## src/rtl/gpio_edge_pkg.sv

```systemverilog
package gpio_edge_pkg;
  localparam int unsigned ADDR_W = 3;
  typedef enum logic [ADDR_W-1:0] {
    REG_DIR     = 3'd0,
    REG_DOUT    = 3'd1,
    REG_PULL_EN = 3'd2,
    REG_POL     = 3'd3,
    REG_IRQ_EN  = 3'd4,
    REG_FLAG    = 3'd5,
    REG_PIN     = 3'd6
  } reg_addr_e;
endpackage

```

## src/rtl/gpio_sync.sv

```systemverilog
module gpio_sync #(
  parameter int unsigned N = 8
) (
  input  logic         clk_i,
  input  logic         rst_ni,
  input  logic [N-1:0] async_i,
  output logic [N-1:0] sync_o
);
  logic [N-1:0] stage1;

  for (genvar i = 0; i < N; i++) begin : g_pin
    always_ff @(posedge clk_i or negedge rst_ni) begin
      if (!rst_ni) begin
        stage1[i] <= 1'b0;
        sync_o[i] <= 1'b0;
      end else begin
        stage1[i] <= async_i[i];
        sync_o[i] <= stage1[i];
      end
    end
  end
endmodule

```

## src/rtl/gpio_edge_det.sv

```systemverilog
module gpio_edge_det #(
  parameter int unsigned N = 8
) (
  input  logic         clk_i,
  input  logic         rst_ni,
  input  logic [N-1:0] sync_i,
  input  logic [N-1:0] pol_i,
  input  logic [N-1:0] irq_en_i,
  input  logic [N-1:0] clr_i,
  output logic [N-1:0] flag_o
);
  logic [N-1:0] prev;

  for (genvar i = 0; i < N; i++) begin : g_pin
    logic hit;
    // polarity 1: rising, polarity 0: falling
    assign hit = irq_en_i[i] & (sync_i[i] ^ prev[i]) & (sync_i[i] == pol_i[i]);

    always_ff @(posedge clk_i or negedge rst_ni) begin
      if (!rst_ni) begin
        prev[i]   <= 1'b0;
        flag_o[i] <= 1'b0;
      end else begin
        prev[i]   <= sync_i[i];
        // a new edge wins over a clear in the same cycle
        flag_o[i] <= hit | (flag_o[i] & ~clr_i[i]);
      end
    end
  end
endmodule

```

## src/rtl/gpio_regs.sv

```systemverilog
module gpio_regs
  import gpio_edge_pkg::*;
#(
  parameter int unsigned N = 8
) (
  input  logic              clk_i,
  input  logic              rst_ni,
  input  logic              wr_en_i,
  input  logic              rd_en_i,
  input  logic [ADDR_W-1:0] addr_i,
  input  logic [N-1:0]      wdata_i,
  input  logic [N-1:0]      pin_i,
  input  logic [N-1:0]      flag_i,
  output logic [N-1:0]      rdata_o,
  output logic [N-1:0]      dir_o,
  output logic [N-1:0]      dout_o,
  output logic [N-1:0]      pull_en_o,
  output logic [N-1:0]      pol_o,
  output logic [N-1:0]      irq_en_o,
  output logic [N-1:0]      flag_clr_o
);
  logic [N-1:0] rd_mux;

  always_ff @(posedge clk_i or negedge rst_ni) begin
    if (!rst_ni) begin
      dir_o     <= '0;
      dout_o    <= '0;
      pull_en_o <= '0;
      pol_o     <= '0;
      irq_en_o  <= '0;
    end else if (wr_en_i) begin
      case (addr_i)
        REG_DIR:     dir_o     <= wdata_i;
        REG_DOUT:    dout_o    <= wdata_i;
        REG_PULL_EN: pull_en_o <= wdata_i;
        REG_POL:     pol_o     <= wdata_i;
        REG_IRQ_EN:  irq_en_o  <= wdata_i;
        default: ;
      endcase
    end
  end

  assign flag_clr_o = (wr_en_i && addr_i == REG_FLAG) ? wdata_i : '0;

  always_comb begin
    case (addr_i)
      REG_DIR:     rd_mux = dir_o;
      REG_DOUT:    rd_mux = dout_o;
      REG_PULL_EN: rd_mux = pull_en_o;
      REG_POL:     rd_mux = pol_o;
      REG_IRQ_EN:  rd_mux = irq_en_o;
      REG_FLAG:    rd_mux = flag_i;
      REG_PIN:     rd_mux = pin_i;
      default:     rd_mux = '0;
    endcase
  end

  always_ff @(posedge clk_i or negedge rst_ni) begin
    if (!rst_ni)      rdata_o <= '0;
    else if (rd_en_i) rdata_o <= rd_mux;
  end
endmodule

```

## src/rtl/gpio_edge_port.sv

```systemverilog
module gpio_edge_port
  import gpio_edge_pkg::*;
#(
  parameter int unsigned N_PINS = 8
) (
  input  logic              clk_i,
  input  logic              rst_ni,
  input  logic              wr_en_i,
  input  logic              rd_en_i,
  input  logic [ADDR_W-1:0] addr_i,
  input  logic [N_PINS-1:0] wdata_i,
  output logic [N_PINS-1:0] rdata_o,
  input  logic [N_PINS-1:0] pad_i,
  output logic [N_PINS-1:0] pad_o,
  output logic [N_PINS-1:0] pad_oe_o,
  output logic [N_PINS-1:0] pull_up_o,
  output logic [N_PINS-1:0] pull_down_o,
  output logic              irq_o
);
  logic [N_PINS-1:0] dir, dout, pull_en, pol, irq_en, flag_clr, flag, pin_sync;

  gpio_regs #(.N(N_PINS)) i_regs (
    .clk_i      (clk_i),
    .rst_ni     (rst_ni),
    .wr_en_i    (wr_en_i),
    .rd_en_i    (rd_en_i),
    .addr_i     (addr_i),
    .wdata_i    (wdata_i),
    .pin_i      (pin_sync),
    .flag_i     (flag),
    .rdata_o    (rdata_o),
    .dir_o      (dir),
    .dout_o     (dout),
    .pull_en_o  (pull_en),
    .pol_o      (pol),
    .irq_en_o   (irq_en),
    .flag_clr_o (flag_clr)
  );

  gpio_sync #(.N(N_PINS)) i_sync (
    .clk_i   (clk_i),
    .rst_ni  (rst_ni),
    .async_i (pad_i),
    .sync_o  (pin_sync)
  );

  gpio_edge_det #(.N(N_PINS)) i_edge (
    .clk_i    (clk_i),
    .rst_ni   (rst_ni),
    .sync_i   (pin_sync),
    .pol_i    (pol),
    .irq_en_i (irq_en),
    .clr_i    (flag_clr),
    .flag_o   (flag)
  );

  assign pad_o       = dout;
  assign pad_oe_o    = dir;
  assign pull_up_o   = ~dir & pull_en & ~pol;
  assign pull_down_o = ~dir & pull_en & pol;
  assign irq_o       = |(flag & irq_en);
endmodule

```

## config.mk

```make
export PLATFORM = sky130hd
export DESIGN_NAME = gpio_edge_port
export DESIGN_NICKNAME = d
export VERILOG_FILES = /design/src/rtl/gpio_edge_pkg.sv /design/src/rtl/gpio_sync.sv /design/src/rtl/gpio_edge_det.sv /design/src/rtl/gpio_regs.sv /design/src/rtl/gpio_edge_port.sv
export SDC_FILE = /design/constraint.sdc
export NUM_CORES = 1
export LEC_CHECK = 0
export CAP_MARGIN = 20
export CORE_MARGIN = 5
export CORE_UTILIZATION = 40
export CTS_CLUSTER_SIZE = 12
export DETAILED_ROUTE_END_ITERATION = 10
export DONT_BUFFER_PORTS = 1
export PLACE_DENSITY = 0.52
export SETUP_SLACK_MARGIN = 0.1
export SYNTH_ARGS = -nofsm -noshare
export SYNTH_HDL_FRONTEND = slang
export SYNTH_SLANG_ARGS = --single-unit
export TNS_END_PERCENT = 100
```

## constraint.sdc

```tcl
create_clock -name clk_i -period 3.7 [get_ports clk_i]
set_input_delay 0.37 -clock clk_i [delete_from_list [all_inputs] [get_ports clk_i]]
set_output_delay 0.37 -clock clk_i [all_outputs]
set_load 0.1 [all_outputs]
```

==> results of run 1 <==
-- layout make-up --
type / instances / area, um2 / area share (%)
Sequential cell: 80 / 2000 / 47.8
Multi-Input combinational cell: 194 / 1560 / 37.2
Timing Repair Buffer: 11 / 263 / 6.27
Clock buffer: 11 / 141 / 3.38
Tap cell: 108 / 135 / 3.23
Clock inverter: 5 / 56.3 / 1.34
Inverter: 9 / 33.8 / 0.806
-- metrics by stage --
step                      instances  hold slack (ns)  util, %  power [mW]
after floorplan                 297           0.0744        -        2.06
after global placement          400           0.0781     44.9        2.24
after detailed placement        400           0.0777     44.9        2.25
after CTS                       418           0.0227     47.6        2.92
after global routing            418           0.0142     47.6        3.02
final                           418           0.0449     47.6        2.88
-- per-layer routing --
layer,share of wire (%),GRT usage [%],vias up
met4,0.80,3.66,0
met5,0,0,-
met3,6.0,6.11,4
li1,-,-,1101
met2,49,25.5,52
met1,44,21.2,1187
-- state kept, by name (all words and copies together) (netlist names) --
signal / cells
i_regs.dout_o: 8
i_regs.irq_en_o: 8
i_sync.sync_o: 8
i_regs.pull_en_o: 8
i_edge.prev: 8
i_regs.dir_o: 8
i_regs.pol_o: 8
i_edge.flag_o: 8
i_sync.stage1: 8
i_regs.rdata_o: 8
-- synth_stat cells, drive strengths merged (4+ instances only) --
| master | n | area share, % |
|---|---|---|
| o211ai | 7 | 1.4 |
| nand3b | 7 | 1.4 |
| o21ai | 15 | 2.1 |
| inv | 9 | 0.93 |
| nor3b | 8 | 1.7 |
| nor2 | 11 | 1.4 |
| mux2i | 15 | 4.1 |
| nand2 | 27 | 2.8 |
| and3b | 8 | 1.9 |
| a22oi | 4 | 0.83 |
| a22o | 8 | 1.9 |
| nand4b | 15 | 3.8 |
| a21oi | 8 | 1.1 |
| o22ai | 8 | 1.4 |
| mux2 | 41 | 13 |
| dfrtp | 80 | 55 |
| buf | 11 | 2.0 |
-- logic make-up after synthesis --
logic type | count (synthesis)
DFF | 80
AOI/OAI and AO/OA | 51
and+or+nand+nor | 87
buffers and inverters | 23
muxes | 56
-- power by group through the flow --
stage / Combinational (mW) / Clock [mW] / Sequential [mW]
6_report: 0.651 / 0.637 / 1.59
5_1_grt: 0.697 / 0.701 / 1.63
4_1_cts: 0.659 / 0.665 / 1.60
3_5_place_dp: 0.634 / 0 / 1.62
3_3_place_gp: 0.630 / 0 / 1.61
2_1_floorplan: 0.509 / 0 / 1.55
-- worst max-delay path by stage --
stage | from | to | slack [ns] | cells past startpoint
final | i_regs.dir_o[0]$_DFFE_PN0P_ | pull_down_o[0] | 1.19 | 1
after global routing | i_regs.dir_o[5]$_DFFE_PN0P_ | pull_down_o[5] | 1.13 | 1
after CTS | i_regs.dir_o[5]$_DFFE_PN0P_ | pull_down_o[5] | 1.16 | 1
after detailed placement | i_regs.dir_o[5]$_DFFE_PN0P_ | pull_down_o[5] | 1.56 | 1
after global placement | i_regs.dir_o[1]$_DFFE_PN0P_ | pull_down_o[1] | 1.57 | 1
after floorplan | i_regs.dir_o[0]$_DFFE_PN0P_ | pull_up_o[0] | 0.21 | 1
-- worst reg2reg max path, cell delays in order, from the launching register on --
cell and delay, ns:
dfrtp_1 0.74, a21oi_1 0.30, a211oi_1 0.08, nor4_1 0.44, o22ai_1 0.12
==> flow_summary.yaml, run 1 <==
detailed_routing:
  wl_per_cell_um: 20.2
  dr_total_vias: 2344
  wirelength_um: 8450
  antenna_left: 0
  route.detailed.drc: 0
  drt_pre_antenna_iters: 4
  drt-initial-drc-count: 87
  via_per_inst: 5.61
floorplan:
  die-height_um: 105
  die-width_um: 105
  ioPinCount: 64
  num_rows: 34
  start_util_pct: 41.3
  core-area_um2: 8810
  die_area_um2: 11100
sta:
  min_period_ns: 2.51
  setup_viol: 0
  final.setup.worst_slack_ns: 1.19
  drv_slew: 0
  worstMarginPinSlew_ns: 1.01
  hold_viol: 0
  rsz0062_at_grt: "false"
  fin_setup_tns_ns: 0
  finalClockSkew_ns: 0.00478
  maxSlewHeadroom_pct: 32.8
  period_share_pct: 67.9
  fmax_mhz: 398
critical_path:
  path_max_fanout: 5
  crit_family: "simple AND/OR/NAND/NOR gates"
  worstSetupPathType: "reg2out"
  cp.required_ns: 3.33
  crit_chain: "and3b_1"
  r2r_start: "i_regs.dout_o[4]$_DFFE_PN0P_"
  reg2reg_to: "i_regs.rdata_o[4]$_DFFE_PN0P_"
  path_buf_inv: 0
  reg2regPathDepth: 4
  max_stage_delay_ns: 1.01
  reg2reg_slack_ns: 1.89
  cp-start-kind: "register"
  cp_slowest_cell: "and3b_1"
  cp-end-kind: "output pin"
  arrival_ns: 2.14
grt:
  grt_overflow: 0
  grt_pass1_wl_um: 14000
  grt_max_degree: 81
  grt_antenna_before_repair: 0
  grt_pass1_vias: 2465
  groute.usage.overall_pct: 16.2
min_path:
  worstHoldStart: "pad_i[5]"
  holdPathStages: 0
  hold_path.class: "in2reg"
  hold_end: "i_sync.stage1[5]$_DFF_PN0_"
logic_synthesis:
  synth_top_family_by_area: "multiplexers"
  synthAdderAreaFrac_pct: 0
  synth.avg_cell_area_um2: 12.3
  synth_simple_gate_area_share_pct: 16.0
  syn_nets: 320
  synth-edff-count: 0
  synth_flop_cell: "dfrtp_1"
  ys_ff_latch: 80
  synth_compound_area_share_pct: 8.94
  synthCells: 297
  ys_seq_area_share_pct: 55.0
  synth_xor_area_share_pct: 0
  synth_area_um2: 3640
  async_reset_ff_share_pct: 100
  synth_cell_type_count: 35
  yosys_warnings: 0
  synthMuxAreaShare_pct: 16.8
cells_and_area:
  diodes: 0
  syn_to_final_growth_pct: 15.1
  layout_commonest_cell: "dfrtp_1"
  fin_nets: 328
  nFillCells: 794
  drive_gt1_share_pct: 25.8
  stdcell_area_um2: 4190
  final_cell_mix: "dfrtp_1 (80), mux2_2 (39), nand2_1 (27), o21ai_0 (15), mux2i_1 (15)"
cts:
  cts_tree: "built"
  htree_num_levels: 3
  ctsResizeCount: 0
  cts_hold_buf: 2
  post_cts_buffers: 0
  cts-root-buf: "clkbuf_8"
  cts_made_buffers: 9
  cts_sinks: 80
  clkLatencyLatePin_ns: 0.34
  clkTransAtPathRegs_ns: 0.08
  cts_buffer_depth: 2
place:
  port_buffers: 0
  dpl_cell_area_um2: 3950
  dp_hpwl_um: 5520
  dp_slack_ns: 1.56
  gp_congestion: 0.725
power_and_ir_drop:
  powerDensity_nw_per_um2: 688
  p_leak_nw: 1.77
  p_switching_mw: 1.26
  power.internal_mw: 1.62
  clkPwrFrac_pct: 22.1
  comb_power_share_pct: 22.6
  swShare_pct: 43.8
  p_seq_share_pct: 55.3
  peakVddDrop_uv: 339
status:
  status: "finished clean"
job:
  drv_cap: 0
No activity file was read; power rests on OpenSTA's default activity.
==> run 2: changes to the inputs <==
--- a/config.mk
+++ b/config.mk
@@ -5,13 +5,14 @@
 export SDC_FILE = /design/constraint.sdc
 export NUM_CORES = 1
 export LEC_CHECK = 0
+export ABC_AREA = 1
 export CAP_MARGIN = 20
 export CORE_MARGIN = 5
 export CORE_UTILIZATION = 40
 export CTS_CLUSTER_SIZE = 12
 export DETAILED_ROUTE_END_ITERATION = 10
 export DONT_BUFFER_PORTS = 1
-export PLACE_DENSITY = 0.52
+export PLACE_DENSITY = 0.54
 export SETUP_SLACK_MARGIN = 0.1
 export SYNTH_ARGS = -nofsm -noshare
 export SYNTH_HDL_FRONTEND = slang
==> constraint.sdc (replaced) <==
create_clock -name clk_i -period 2.05 [get_ports clk_i]
set_input_delay 0.205 -clock clk_i [delete_from_list [all_inputs] [get_ports clk_i]]
set_output_delay 0.205 -clock clk_i [all_outputs]
set_load 0.1 [all_outputs]
==> run 2 against run 1 <==
Compared with the run above:
- the run now ends with hold timing left
- global-route usage increased by 1.3 points
- critical path depth increased by 4
- sequential share of layout area is 5.3 points lower
- power rose by 82%
- via count up 28%
- clock power grew 88%
- wire length is 11% higher
- cell count up 38%
- clock skew rose by 0.0018 ns
- critical endpoint is now irq_o
- largest power group unchanged
==> flow_summary.yaml, run 2 <==
min_path:
  hold_path.class: "in2async"
detailed_routing:
  dr_total_vias: 3012
  route.detailed.drc: 0
  wl_per_cell_um: 16.3
  via_per_inst: 5.23
  drt-initial-drc-count: 251
  drt_pre_antenna_iters: 4
  wirelength_um: 9380
  antenna_left: 0
critical_path:
  reg2regPathDepth: 6
  cp-end-kind: "output pin"
  crit_family: "flip-flops"
  path_buf_inv: 1
  cp-start-kind: "register"
  worst_path_most_repeated_cell: "nand2_1"
  cp.required_ns: 1.85
  max_stage_delay_ns: 0.42
  crit_chain: "nand2_1 > nand2_1 > a221oi_1 > nand2_1 > buf_4"
  cp_slowest_cell: "dfrtp_1"
  reg2reg_slack_ns: 0.91
  r2r_start: "i_regs.dir_o[0]$_DFFE_PN0P_"
  startpoint: "i_regs.irq_en_o[2]$_DFFE_PN0P_"
  arrival_ns: 1.50
  worstSetupPathType: "reg2out"
  reg2reg_to: "i_regs.rdata_o[0]$_DFFE_PN0P_"
  path_max_fanout: 4
cells_and_area:
  fin_nets: 483
  multiInputGateArea_um2: 1640
  stdcell_area_um2: 4710
  final_cell_mix: "nand2_1 (112), dfrtp_1 (80), inv_1 (32), buf_4 (26), nand4_1 (25)"
  seq_area_um2: 2000
  layout_commonest_cell: "nand2_1"
  diodes: 0
  final_cells: 576
  syn_to_final_growth_pct: 26.0
  nFillCells: 871
  drive_gt1_share_pct: 21.9
  utilization_pct: 51.4
sta:
  setup_viol: 0
  maxSlewHeadroom_pct: 71.7
  worstMarginPinSlew_ns: 0.424
  min_period_ns: 1.71
  hold_viol: 80
  final.setup.worst_slack_ns: 0.344
  period_share_pct: 83.2
  fmax_mhz: 586
  drv_slew: 0
  finalClockSkew_ns: 0.00661
  rsz0062_at_grt: "false"
  fin_hold_ws_ns: -0.461
floorplan:
  start_util_pct: 40.8
  die-width_um: 107
  die_area_um2: 11400
  ioPinCount: 64
  core-area_um2: 9150
  num_rows: 35
  die-height_um: 107
grt:
  grt_pass1_wl_um: 15500
  grt_overflow: 0
  grt_antenna_before_repair: 0
  grt_max_degree: 81
  grt_pass1_vias: 2944
  groute.usage.overall_pct: 17.5
status:
  status: "finished with violations"
  violations: "hold timing"
place:
  gp_congestion: 0.866
  dpl_cell_area_um2: 4410
  dp_slack_ns: 0.709
  dp_hpwl_um: 6470
  placed_cells: 551
  port_buffers: 0
logic_synthesis:
  yosysTopAreaCell: "dfrtp_1"
  synthCells: 416
  synth_flop_cell: "dfrtp_1"
  synthTopCellsByArea: "dfrtp_1 (54%), nand2_1 (11%), nand4_1 (4.2%), o21ai_2 (3.8%), o21ai_0 (3.2%)"
  ys_ff_latch: 80
  synth-edff-count: 0
  synth_area_um2: 3740
  ys_seq_area_share_pct: 53.6
  synth_cell_type_count: 24
  yosysTopAreaCellShare_pct: 53.6
  synth.avg_cell_area_um2: 8.98
  async_reset_ff_share_pct: 100
  syn_nets: 439
  synth_commonest_cells: "nand2_1 (112), dfrtp_1 (80), inv_1 (32)"
  yosysMostFrequentCell: "nand2_1"
  yosys_warnings: 0
power_and_ir_drop:
  peakVddDrop_uv: 605
  powerDensity_nw_per_um2: 1110
  report.power.total_mw: 5.24
  p_leak_nw: 2.21
cts:
  ctsResizeCount: 0
  post_cts_buffers: 0
  cts_sinks: 80
  htree_num_levels: 3
  clkLatencyLatePin_ns: 0.35
  cts_buffer_depth: 2
  cts-root-buf: "clkbuf_8"
  cts_tree: "built"
  cts_made_buffers: 9
  clkTransAtPathRegs_ns: 0.09
  cts_hold_buf: 9
job:
  drv_cap: 0
## run 2: changes by cell type after synthesis, moves of 16 or more
cell,previous run,this run
nand3_1,1,23
o21ai_1,0,24
nand4_1,1,25
o21ai_2,0,16
inv_1,8,32
nand2_1,27,112
mux2_2,39,0
## run 2: kinds of logic after synthesis
logic type	count (synthesis)	share of synthesized area, %
simple gates	210	27.4
compound gates	74	11.7
buf+inv	52	7.33
flops	80	53.6
## run 2: power breakdown
group	switching, mW	internal (mW)
clock network	0.624	0.577
registers	0.280	1.81
logic	1.43	0.512
## run 2: worst max-delay path by stage
stage / end / slack (ns) / cells after the start
floorplan: pull_down_o[0] / -0.29 / 1
global placement: irq_o / 0.71 / 5
detailed placement: irq_o / 0.71 / 5
CTS: irq_o / 0.31 / 5
global route: irq_o / 0.17 / 5
finish: irq_o / 0.34 / 5
## run 2: area by class of cell
| type | instances | area share [%] |
|---|---|---|
| Sequential cell | 80 | 42.5 |
| Multi-Input combinational cell | 284 | 34.8 |
| Timing Repair Buffer | 50 | 12.4 |
| Tap cell | 111 | 2.95 |
| Inverter | 35 | 2.92 |
| Clock buffer | 9 | 2.63 |
| Clock inverter | 7 | 1.70 |
## run 2: layer usage
layer	routed length, um	global-route usage [%]	part of all wire (%)	vias up
li1	-	-	-	1493
met4	87	6.12	0.93	0
met5	0	0	0	-
met1	4230	25.2	45	1422
met2	4330	25.5	46	88
met3	730	4.46	7.8	9
## run 2: per-stage QoR
step	TNS, ns	hold slack [ns]
after detailed placement	0	-0.0866
after floorplan	-4.03	-0.0906
after global routing	0	-0.480
after CTS	0	-0.473
after global placement	0	-0.0862
final	0	-0.461
==> run 3: changes to the inputs <==
--- a/config.mk
+++ b/config.mk
@@ -5,14 +5,14 @@
 export SDC_FILE = /design/constraint.sdc
 export NUM_CORES = 1
 export LEC_CHECK = 0
-export ABC_AREA = 1
+export ABC_AREA = 0
 export CAP_MARGIN = 20
 export CORE_MARGIN = 5
 export CORE_UTILIZATION = 40
 export CTS_CLUSTER_SIZE = 12
 export DETAILED_ROUTE_END_ITERATION = 10
 export DONT_BUFFER_PORTS = 1
-export PLACE_DENSITY = 0.54
+export PLACE_DENSITY = 0.52
 export SETUP_SLACK_MARGIN = 0.1
 export SYNTH_ARGS = -nofsm -noshare
 export SYNTH_HDL_FRONTEND = slang
==> constraint.sdc (replaced) <==
create_clock -name clk_i -period 1.7 [get_ports clk_i]
set_input_delay 0.17 -clock clk_i [delete_from_list [all_inputs] [get_ports clk_i]]
set_output_delay 0.17 -clock clk_i [all_outputs]
set_load 0.1 [all_outputs]
==> run 3 against run 2 <==
Compared with the run above:
- the run still ends with hold timing left
- flip-flop and latch count did not move
- utilization grew 1.8 points
- first-iteration DRC count decreased by 69%
- critical endpoint is now pull_down_o[5]
- highest routed layer unchanged
==> flow_summary.yaml, run 3 (synthesis results as in run 1) <==
status:
  status: "finished with violations"
  violations: "hold timing"
grt:
  grt_pass1_wl_um: 14300
  groute.usage.overall_pct: 16.6
  grt_antenna_before_repair: 0
  grt_max_degree: 81
  grt_overflow: 0
  grt_pass1_vias: 2579
detailed_routing:
  routed-wl-met2_um: 4090
  via_per_inst: 5.53
  wl_met3_um: 456
  wl_per_cell_um: 19.1
  wirelength_um: 8870
  drt_pre_antenna_iters: 4
  dr_total_vias: 2570
  antenna_left: 0
  route.detailed.drc: 0
  top_layer_used: "met4"
  m1WireLength_um: 4180
  drt-initial-drc-count: 78
cells_and_area:
  syn_to_final_growth_pct: 29.0
  utilization_pct: 53.3
  stdcell_area_um2: 4690
  layout_commonest_cell: "dfrtp_1"
  diodes: 0
  drive_gt1_share_pct: 36.4
  final_cell_mix: "dfrtp_1 (72), mux2_2 (39), nand2_1 (27), buf_4 (24)"
  fin_nets: 375
  final_cells: 465
cts:
  cts_hold_buf: 17
  clkLatencyLatePin_ns: 0.35
  cts-root-buf: "clkbuf_8"
  cts_tree: "built"
  cts_sinks: 80
  htree_num_levels: 3
  clkTransAtPathRegs_ns: 0.08
  cts_buffer_depth: 2
  cts_made_buffers: 9
place:
  gp_congestion: 0.752
  dp_slack_ns: 0.395
  dpl_cell_area_um2: 4300
  dp_hpwl_um: 5720
  port_buffers: 0
  placed_cells: 429
power_and_ir_drop:
  p_switching_mw: 2.86
  peakVddDrop_uv: 797
  power.internal_mw: 3.65
  p_leak_nw: 1.98
  clkPwrFrac_pct: 18.9
  p_seq_share_pct: 45.0
  report.power.total_mw: 6.51
  comb_power_share_pct: 36.1
  swShare_pct: 43.9
  powerDensity_nw_per_um2: 1390
floorplan:
  core-area_um2: 8810
  num_rows: 34
  die_area_um2: 11100
  start_util_pct: 41.3
  ioPinCount: 64
  die-width_um: 105
  die-height_um: 105
sta:
  rsz0062_at_grt: "true"
  fin_setup_tns_ns: 0
  worstMarginPinSlew_ns: 0.502
  fin_hold_ws_ns: -0.499
  final.setup.worst_slack_ns: 0.0447
  period_share_pct: 97.4
  hold_viol: 80
  maxSlewHeadroom_pct: 66.5
  drv_slew: 0
  setup_viol: 0
  fmax_mhz: 604
  finalClockSkew_ns: 0.00450
  min_period_ns: 1.66
critical_path:
  cp-start-kind: "register"
  arrival_ns: 1.49
  worstSetupPathType: "reg2out"
  cp-end-kind: "output pin"
  path_max_fanout: 5
  cp.required_ns: 1.53
job:
  drv_cap: 0
min_path:
  hold_path.class: "in2async"
run 3: power by group through the flow:
stage          sequential [mW]  clock [mW]  combinational [mW]
2_1_floorplan             3.46           0                1.16
3_3_place_gp              2.95           0                2.24
3_5_place_dp              2.96           0                2.26
4_1_cts                   2.93        1.27                2.35
5_1_grt                   2.99        1.35                2.45
6_report                  2.93        1.23                2.35
run 3: cell type report:
class | count | area [um2]
repair buffers | 58 | 691
inverters | 9 | 33.8
clock inverters | 5 | 33.8
multi-input cells | 194 | 1640
fillers | 778 | 4110
clock buffers | 11 | 131
well taps | 108 | 135
flip-flops and latches | 80 | 2030
run 3: critical path, stage by stage (launching register included):
cell and delay, ns:
dfrtp_4 0.64, and3b_2 0.32, buf_12 0.17
run 3: path summary, 6_finish.rpt:
| check | depth (start not counted) | endpoint | slack, ns | from |
|---|---|---|---|---|
| setup / recovery | 2 | pull_down_o[5] | 0.04 | i_regs.dir_o[5]$_DFFE_PN0P_ |
| max in group asynchronous | 0 | i_regs.dir_o[7]$_DFFE_PN0P_ | 2.07 | rst_ni |
| min in group clk_i | 2 | i_regs.irq_en_o[2]$_DFFE_PN0P_ | 0.13 | addr_i[1] |
| hold / removal | 0 | i_regs.dir_o[4]$_DFFE_PN0P_ | -0.50 | rst_ni |
| setup reg to reg | 5 | i_regs.rdata_o[4]$_DFFE_PN0P_ | 0.28 | i_regs.irq_en_o[4]$_DFFE_PN0P_ |
| hold reg to reg | 0 | i_sync.sync_o[7]$_DFF_PN0_ | 0.35 | i_sync.stage1[7]$_DFF_PN0_ |
run 3: what timing repair did:
item                                    4_1_cts  5_1_grt
pin swaps                                     9        3
hold endpoints to repair                    144       80
setup buffers                                 2        1
resized for setup                             5        2
endpoints found under the setup margin       15       15
run 3: per-layer routing:
layer  vias to the layer above  global-route usage [%]
met3                        11                    3.67
li1                       1203                       -
met1                      1292                    23.7
met4                         0                    6.19
met2                        64                    24.9
met5                         -                       0
